`config.mk`:
```
export PLATFORM = sky130hd
export DESIGN_NAME = twb_monitor
export DESIGN_NICKNAME = d
export VERILOG_FILES = /design/src/rtl/twb_pkg.sv /design/src/rtl/twb_sync.sv /design/src/rtl/twb_edges.sv /design/src/rtl/twb_frame.sv /design/src/rtl/twb_idle.sv /design/src/rtl/twb_monitor.sv
export SDC_FILE = /design/constraint.sdc
export NUM_CORES = 1
export LEC_CHECK = 0
export CORE_ASPECT_RATIO = 0.75
export CORE_UTILIZATION = 50
export CTS_CLUSTER_SIZE = 16
export DETAILED_ROUTE_END_ITERATION = 10
export GPL_TIMING_DRIVEN = 0
export PLACE_DENSITY = 0.76
export SLEW_MARGIN = 20
export SYNTH_ARGS = -nofsm -noshare
export SYNTH_HDL_FRONTEND = slang
export SYNTH_SLANG_ARGS = --single-unit
export TNS_END_PERCENT = 10
```
`constraint.sdc`:
```
create_clock -name clk -period 2.7 [get_ports clk]
set_input_delay 0.405 -clock clk [delete_from_list [all_inputs] [get_ports clk]]
set_output_delay 0.405 -clock clk [all_outputs]
set_load 0.005 [all_outputs]
```
`src/rtl/twb_pkg.sv`:
```
package twb_pkg;
  localparam int FRAME_LEN = 9;
  localparam int CNT_W     = $clog2(FRAME_LEN + 1);
  localparam int IDLE_W    = 16;
  localparam int SYNC_LEN  = 2;

  typedef logic [CNT_W-1:0]  bitcnt_t;
  typedef logic [IDLE_W-1:0] idle_t;

  typedef struct packed {
    logic start;
    logic rstart;
    logic stop;
    logic viol;
    logic abort;
  } cond_evt_t;

  function automatic bitcnt_t bit_step(bitcnt_t c);
    if (c == bitcnt_t'(FRAME_LEN - 1)) return '0;
    return c + bitcnt_t'(1);
  endfunction

  function automatic logic idle_last(idle_t c, idle_t limit);
    return (c + idle_t'(1)) >= limit;
  endfunction
endpackage

```
`src/rtl/twb_sync.sv`:
```
module twb_sync #(
  parameter int W     = 2,
  parameter int DEPTH = twb_pkg::SYNC_LEN
) (
  input  logic         clk,
  input  logic         rst_n,
  input  logic [W-1:0] d,
  output logic [W-1:0] q
);
  for (genvar i = 0; i < W; i++) begin : g_line
    logic [DEPTH-1:0] stage;
    always_ff @(posedge clk or negedge rst_n) begin
      if (!rst_n) stage <= '1;
      else        stage <= {stage[DEPTH-2:0], d[i]};
    end
    assign q[i] = stage[DEPTH-1];
  end
endmodule

```
`src/rtl/twb_edges.sv`:
```
module twb_edges (
  input  logic clk,
  input  logic rst_n,
  input  logic scl_s,
  input  logic sda_s,
  output logic scl_rise,
  output logic scl_fall,
  output logic start_ev,
  output logic stop_ev
);
  logic scl_q, sda_q;

  always_ff @(posedge clk or negedge rst_n) begin
    if (!rst_n) begin
      scl_q <= 1'b1;
      sda_q <= 1'b1;
    end else begin
      scl_q <= scl_s;
      sda_q <= sda_s;
    end
  end

  assign scl_rise = !scl_q && scl_s;
  assign scl_fall = scl_q && !scl_s;
  assign start_ev = scl_q && scl_s && sda_q && !sda_s;
  assign stop_ev  = scl_q && scl_s && !sda_q && sda_s;
endmodule

```
`src/rtl/twb_frame.sv`:
```
module twb_frame
  import twb_pkg::*;
(
  input  logic      clk,
  input  logic      rst_n,
  input  logic      sda_s,
  input  logic      scl_rise,
  input  logic      scl_fall,
  input  logic      start_ev,
  input  logic      stop_ev,
  output logic      owned,
  output cond_evt_t evt
);
  bitcnt_t bcnt;
  logic    armed;
  logic    sda_at_rise;
  logic    cond_seen;

  always_ff @(posedge clk or negedge rst_n) begin
    if (!rst_n) begin
      owned       <= 1'b0;
      bcnt        <= '0;
      armed       <= 1'b0;
      sda_at_rise <= 1'b1;
      cond_seen   <= 1'b0;
      evt         <= '0;
    end else begin
      evt <= '0;
      if (start_ev) begin
        evt.start  <= !owned;
        evt.rstart <= owned;
        owned      <= 1'b1;
        bcnt       <= '0;
        armed      <= 1'b0;
        cond_seen  <= 1'b1;
      end else if (stop_ev) begin
        evt.stop   <= 1'b1;
        evt.abort  <= owned && (bcnt != '0);
        owned      <= 1'b0;
        bcnt       <= '0;
        armed      <= 1'b0;
        cond_seen  <= 1'b1;
      end else begin
        if (scl_rise) begin
          sda_at_rise <= sda_s;
          cond_seen   <= 1'b0;
        end
        if (scl_fall && owned) begin
          evt.viol <= !cond_seen && (sda_s != sda_at_rise);
          if (!armed) armed <= 1'b1;
          else        bcnt  <= bit_step(bcnt);
        end
      end
    end
  end
endmodule

```
`src/rtl/twb_idle.sv`:
```
module twb_idle
  import twb_pkg::*;
(
  input  logic  clk,
  input  logic  rst_n,
  input  logic  start_ev,
  input  logic  stop_ev,
  input  logic  owned,
  input  idle_t idle_cycles,
  output logic  busy
);
  idle_t cnt;
  logic  counting;

  always_ff @(posedge clk or negedge rst_n) begin
    if (!rst_n) begin
      cnt      <= '0;
      counting <= 1'b0;
    end else if (stop_ev) begin
      cnt      <= '0;
      counting <= (idle_cycles != '0);
    end else if (start_ev) begin
      counting <= 1'b0;
    end else if (counting) begin
      if (idle_last(cnt, idle_cycles)) counting <= 1'b0;
      else                              cnt      <= cnt + idle_t'(1);
    end
  end

  assign busy = owned || counting;
endmodule

```
`src/rtl/twb_monitor.sv`:
```
module twb_monitor
  import twb_pkg::*;
(
  input  logic              clk,
  input  logic              rst_n,
  input  logic              scl_in,
  input  logic              sda_in,
  input  logic [IDLE_W-1:0] idle_cycles,
  output logic              start_pulse,
  output logic              rstart_pulse,
  output logic              stop_pulse,
  output logic              viol_pulse,
  output logic              abort_pulse,
  output logic              busy
);
  logic [1:0] lines_s;
  logic       scl_s, sda_s;
  logic       scl_rise, scl_fall, start_ev, stop_ev;
  logic       owned;
  cond_evt_t  evt;

  twb_sync #(.W(2)) u_sync (
    .clk(clk), .rst_n(rst_n), .d({scl_in, sda_in}), .q(lines_s)
  );
  assign scl_s = lines_s[1];
  assign sda_s = lines_s[0];

  twb_edges u_edges (
    .clk(clk), .rst_n(rst_n), .scl_s(scl_s), .sda_s(sda_s),
    .scl_rise(scl_rise), .scl_fall(scl_fall),
    .start_ev(start_ev), .stop_ev(stop_ev)
  );

  twb_frame u_frame (
    .clk(clk), .rst_n(rst_n), .sda_s(sda_s),
    .scl_rise(scl_rise), .scl_fall(scl_fall),
    .start_ev(start_ev), .stop_ev(stop_ev),
    .owned(owned), .evt(evt)
  );

  twb_idle u_idle (
    .clk(clk), .rst_n(rst_n), .start_ev(start_ev), .stop_ev(stop_ev),
    .owned(owned), .idle_cycles(idle_cycles), .busy(busy)
  );

  assign start_pulse  = evt.start;
  assign rstart_pulse = evt.rstart;
  assign stop_pulse   = evt.stop;
  assign viol_pulse   = evt.viol;
  assign abort_pulse  = evt.abort;
endmodule

```
Word level (Yosys, flattened, before mapping)
Index checks and enable logic that the tools add are counted.
Word-level totals
  flip-flop bits (word level): 36
  logic and storage cells: 85
Cells by class
  $add $sub $neg: 2
  magnitude comparators: 1
  equal/unequal tests: 4
  muxes and demuxes: 33
  bitwise operators: 2
  reductions and logical operators: 27
Operator list (number)
  $mux 16: 4
  $mux 4: 6
  $mux 1: 21
  $add 16x1->16 const B: 1
  $ge 16x16->1: 1
  $reduce_bool 16->1: 1
  $logic_and 1x1->1: 10
  $reduce_bool 3->1: 3
  $logic_not 1->1: 6
  $reduce_and 3->1: 2
  $add 4x1->4 const B: 1
  $eq 4x4->1 const B: 1
  $reduce_bool 2->1: 2
  $reduce_bool 4->1: 1
  $mux 3: 1
  $mux 2: 1
  $ne 2x1->1 const B: 1
  $ne 2x2->1 const B: 1
  $not 1->1: 2
  $reduce_and 2->1: 1
  $logic_or 1x1->1: 1
  $ne 1x1->1: 1

Depth between registers and ports, before layout
  depth in word-level cells: 11
  gate-level depth with buffers: 14

Modules after synthesis
A second synthesis with hierarchy kept.
Second synthesis, totals
  cell total of the unflattened synthesis: 241
  area, all modules: 2313.5 µm²
Modules (own cells, without submodules)
  twb_idle: instances 1, cells an instance 176, area each 1521.5 µm², seq. area each 425.4 µm²
  twb_frame: instances 1, cells an instance 53, area each 586.8 µm², seq. area each 326.6 µm²
  twb_sync: instances 1, cells an instance 6, area each 120.1 µm², seq. area each 105.1 µm²
  twb_edges: instances 1, cells an instance 6, area each 85.1 µm², seq. area each 52.6 µm²

Worst setup path before layout
Ideal clock, no wire load.
  kind: register to register
  start point: register u_idle.cnt[0]
  end point: register u_idle.cnt[0]
  arrival time: 2.841 ns
  setup slack: -0.223 ns
  cell stages (with the launch flop): 15
  period minus slack after synthesis: 2.923 ns
  cells stage by stage: dfrtp_1 > and4_4 > nand4_4 > or2_2 > nor2_1 > xnor2_1 > inv_1 > ha_1 > nand4_1 > nor3_1 > o2111ai_1 > a31oi_2 > buf_2 > nand2_1 > o21ai_0
Between the ends
  word-level cells in the longest chain between the ends: 5
Ends and longest elaborated chain
  from (decl): line twb_idle.sv:12  | idle_t cnt;
  from (signal assigned): line twb_idle.sv:26  | else cnt <= cnt + idle_t'(1);
  $add 16x1->16 (*): line twb_pkg.sv:24, twb_idle.sv:26
  branches (longest 4 deep; another with $ge 16x16->1)
Mark *: on every way between the ends. The select of a mux whose other input is x is not followed.
A chain may end at the register's enable or synchronous reset.

Worst setup path in the final report
  start point: register u_idle.cnt[0]
  end point: register u_idle.cnt[14]
The elaborated chain is that of the path after synthesis.

==> results.ini <==
[logic_synthesis]
synth-seq-cells=36
syn_inst=240
synth_area_per_cell_sq_um=9.08
yosysWarningCount=0
ys_types=46
synth_edf_count=0
syn_nets=279
yosysTopAreaCell=dfrtp_1
synthesis.area_sq_mm=0.00218
yosysSeqAreaShare_pct=41.8
synth_area_leaders=dfrtp_1 (33%), ha_1 (11%), dfstp_2 (8.4%)
synth_top_area_share_pct=33.3
synthFlopType=dfrtp_1
ys_async_sr_fraction_pct=100

[placed_design]
placed_area_sq_mm=0.00256
port_buffers=25
dp_hpwl_um=3390
gp_congestion=0.802
placedCellCount=321

[run_status]
violations=setup timing
outcome=complete, but fails checks

[cells_and_area]
fin_cells=351
drive_gt1_share_pct=24.0
regArea_sq_um=912
fin_util_pct=70.5
syn2layout_area_growth_pct=32.9
nets=334
fin_area_sq_mm=0.00290
fillers=316
multi_input_area_sq_mm=0.00126
antenna_cells=0

[sta]
setup_ws_ns=-0.444
post-route-period-util_pct=116
maxSlewViolCount=0
worst_slew_pin_slew_ns=0.710
fmax_ghz=0.318
max-slew-margin-rel_pct=52.5
hold_viol=0
finalCriticalPeriod_ns=3.14
setup-violations-final=17
rsz0062_at_grt=yes
skew_ns=0.00535

[detailed_routing]
drc=0
antenna_left=0
drt_iter0_drc=92
firstDrtPassIters=4
wirelength_um=4850
vias=1829
wl_per_cell_um=13.8
post_drt_via_cell_ratio=5.21

[worst_setup_path]
endpoint_kind=flip-flop
required_ns=2.88
path_buf_inv=3
crit_top_cell=buf_6
cpMaxStageDelayCell=or4_4
cp_max_fo=5
critPathKind=reg2reg
cpPeakStageDelay_ns=0.51
arrival_ns=3.32
crit_chain=and4_4 -> nand4_4 -> or4_4 -> or2_1 -> nand2_1 -> ha_1 -> nand4_1 -> nor3_2 -> buf_4 -> a22oi_2 -> buf_6 -> a31oi_4 -> buf_6 -> a211o_1
cp-start-kind=flip-flop
crit_family=simple AND/OR/NAND/NOR gates

[power_and_ir_drop]
powerDensity_mw_per_mm2=520
cellLeakagePower_nw=1.49
vdd_drop_max_v=0.000243

[floorplan]
die_x_um=78.2
core_sq_mm=0.00410
fp.dieArea_sq_mm=0.00463
row_count=20
io_pins=26
initial_core_util_pct=53.1
die_h_um=59.2

[clocking]
numCtsBuffers=5
tritoncts=yes
cts.clk_slew.worst_paths_ns=0.07
htree_levels=2
clockBufferDepth=2
cts_root_buf=clkbuf_8
clock_latency_ns=0.29
cts_num_sinks=36

[grt]
grt_pass1_vias=1814
grt_max_degree=34
antenna_found_initial=0
gr-total-overflow=0
grt_pass1_wl_um=8270
grtUsageTotal_pct=24.0

[min_path]
hp-class=reg2reg

[run]
drv_cap=0

## power by group
group          leakage (nW)  switching (mW)  internal, mW
clock network        0.0479           0.202         0.180
registers             0.463          0.0604         0.602
logic                 0.979           0.212         0.250
total                  1.49           0.475          1.03
## metal layers
layer	up-vias	routed length [um]	global-route usage [%]
li1	928	-	-
met1	859	2340	32.3
met2	33	2210	38.5
met3	9	220	4.92
met4	0	84	9.79
met5	-	0	0
## registers in the layout (all words and copies together) (netlist names)
register	cells
u_frame.cond_seen	1
u_edges.scl_q	1
u_frame.sda_at_rise	1
u_frame.armed	1
u_frame.bcnt	4
u_frame.owned	1
u_idle.cnt	16
u_edges.sda_q	1
u_idle.counting	1
u_sync.g_line.stage	4
u_frame.evt	5
## stage by stage
| step | hold WS, ns | TNS [ns] | worst slack (ns) | power, mW |
|---|---|---|---|---|
| 3_5_place_dp | 0.230 | -10.91 | -0.704 | 1.02 |
| 4_1_cts | 0.359 | -6.14 | -0.399 | 1.49 |
| 3_3_place_gp | 0.345 | -9.94 | -0.642 | 1.00 |
| 6_report | 0.357 | -6.15 | -0.444 | 1.51 |
| 5_1_grt | 0.364 | -9.14 | -0.582 | 1.61 |
| 2_1_floorplan | 0.109 | -1.20 | -0.0963 | 0.897 |
## cells in the mapped netlist (2+ instances only)
cell type	count
nand2_1	44
dfrtp_1	29
inv_1	25
ha_1	19
a21oi_1	16
nor2_1	11
a21o_1	9
nand2b_1	9
o21ai_0	8
dfstp_2	7
or2_2	6
xnor2_1	6
nand3_1	5
nor4_1	5
and2_1	3
nand4_1	3
nor3_1	3
buf_2	2
nor3b_1	2
or3_1	2
## cells by family (layout without fill, tap and decap cells)
kind of cell               count (synthesis)  in the layout  synth area share [%]
AOI/OAI and AO/OA                         44             44                  13.2
adders and majority gates                 19             19                  10.9
buffers and inverters                     28             84                  5.11
muxes                                      2              2                 0.976
and+or+nand+nor                          104            104                  25.2
DFF                                       36             36                  41.8
xor gates and xnor gates                   7              7                  2.81
## layout by cell type, fill, tap and decap left out, drive strengths merged, types with 4 or more instances in the layout
master and n:
a21o 9, a21oi 16, buf 26, clkbuf 5
clkdlybuf4s50 24, dfrtp 29, dfstp 7, ha 19
inv 25, nand2 44, nand2b 9, nand3 5
nand4 4, nor2 11, nor4 5, o21ai 8
or2 8, xnor2 6
## area by class of cell
class	count	area share, %
Sequential cell	36	31.5
Buffer	3	0.951
Timing Repair Buffer	48	15.5
Multi-Input combinational cell	176	43.4
Inverter	25	3.24
Clock inverter	3	0.648
Tap cell	55	2.38
Clock buffer	5	2.38
## timing repair
item | in CTS | in global routing
hold endpoints to repair | 3 | 0
cloned | 2 | 0
gates resized for setup | 15 | 11
pin swaps | 12 | 6
hold buffers | 1 | 0
setup endpoints to repair | 17 | 17
buffers inserted | 16 | 3
## worst paths after layout
check	start	endpoint	slack, ns	cells past startpoint
max in group asynchronous	rst_n	u_sync.g_line[1].stage[0]$_DFF_PN1_	1.79	3
setup / recovery	u_idle.cnt[0]$_DFFE_PN0P_	u_idle.cnt[14]$_DFFE_PN0P_	-0.44	14
hold / removal	u_sync.g_line[0].stage[0]$_DFF_PN1_	u_sync.g_line[0].stage[1]$_DFF_PN1_	0.36	0
setup reg to reg	u_idle.cnt[0]$_DFFE_PN0P_	u_idle.cnt[14]$_DFFE_PN0P_	-0.44	14
min in group asynchronous	rst_n	u_idle.cnt[4]$_DFFE_PN0P_	0.46	2
hold reg to reg	u_sync.g_line[0].stage[0]$_DFF_PN1_	u_sync.g_line[0].stage[1]$_DFF_PN1_	0.36	0
Power figures use the tool's default switching activity.
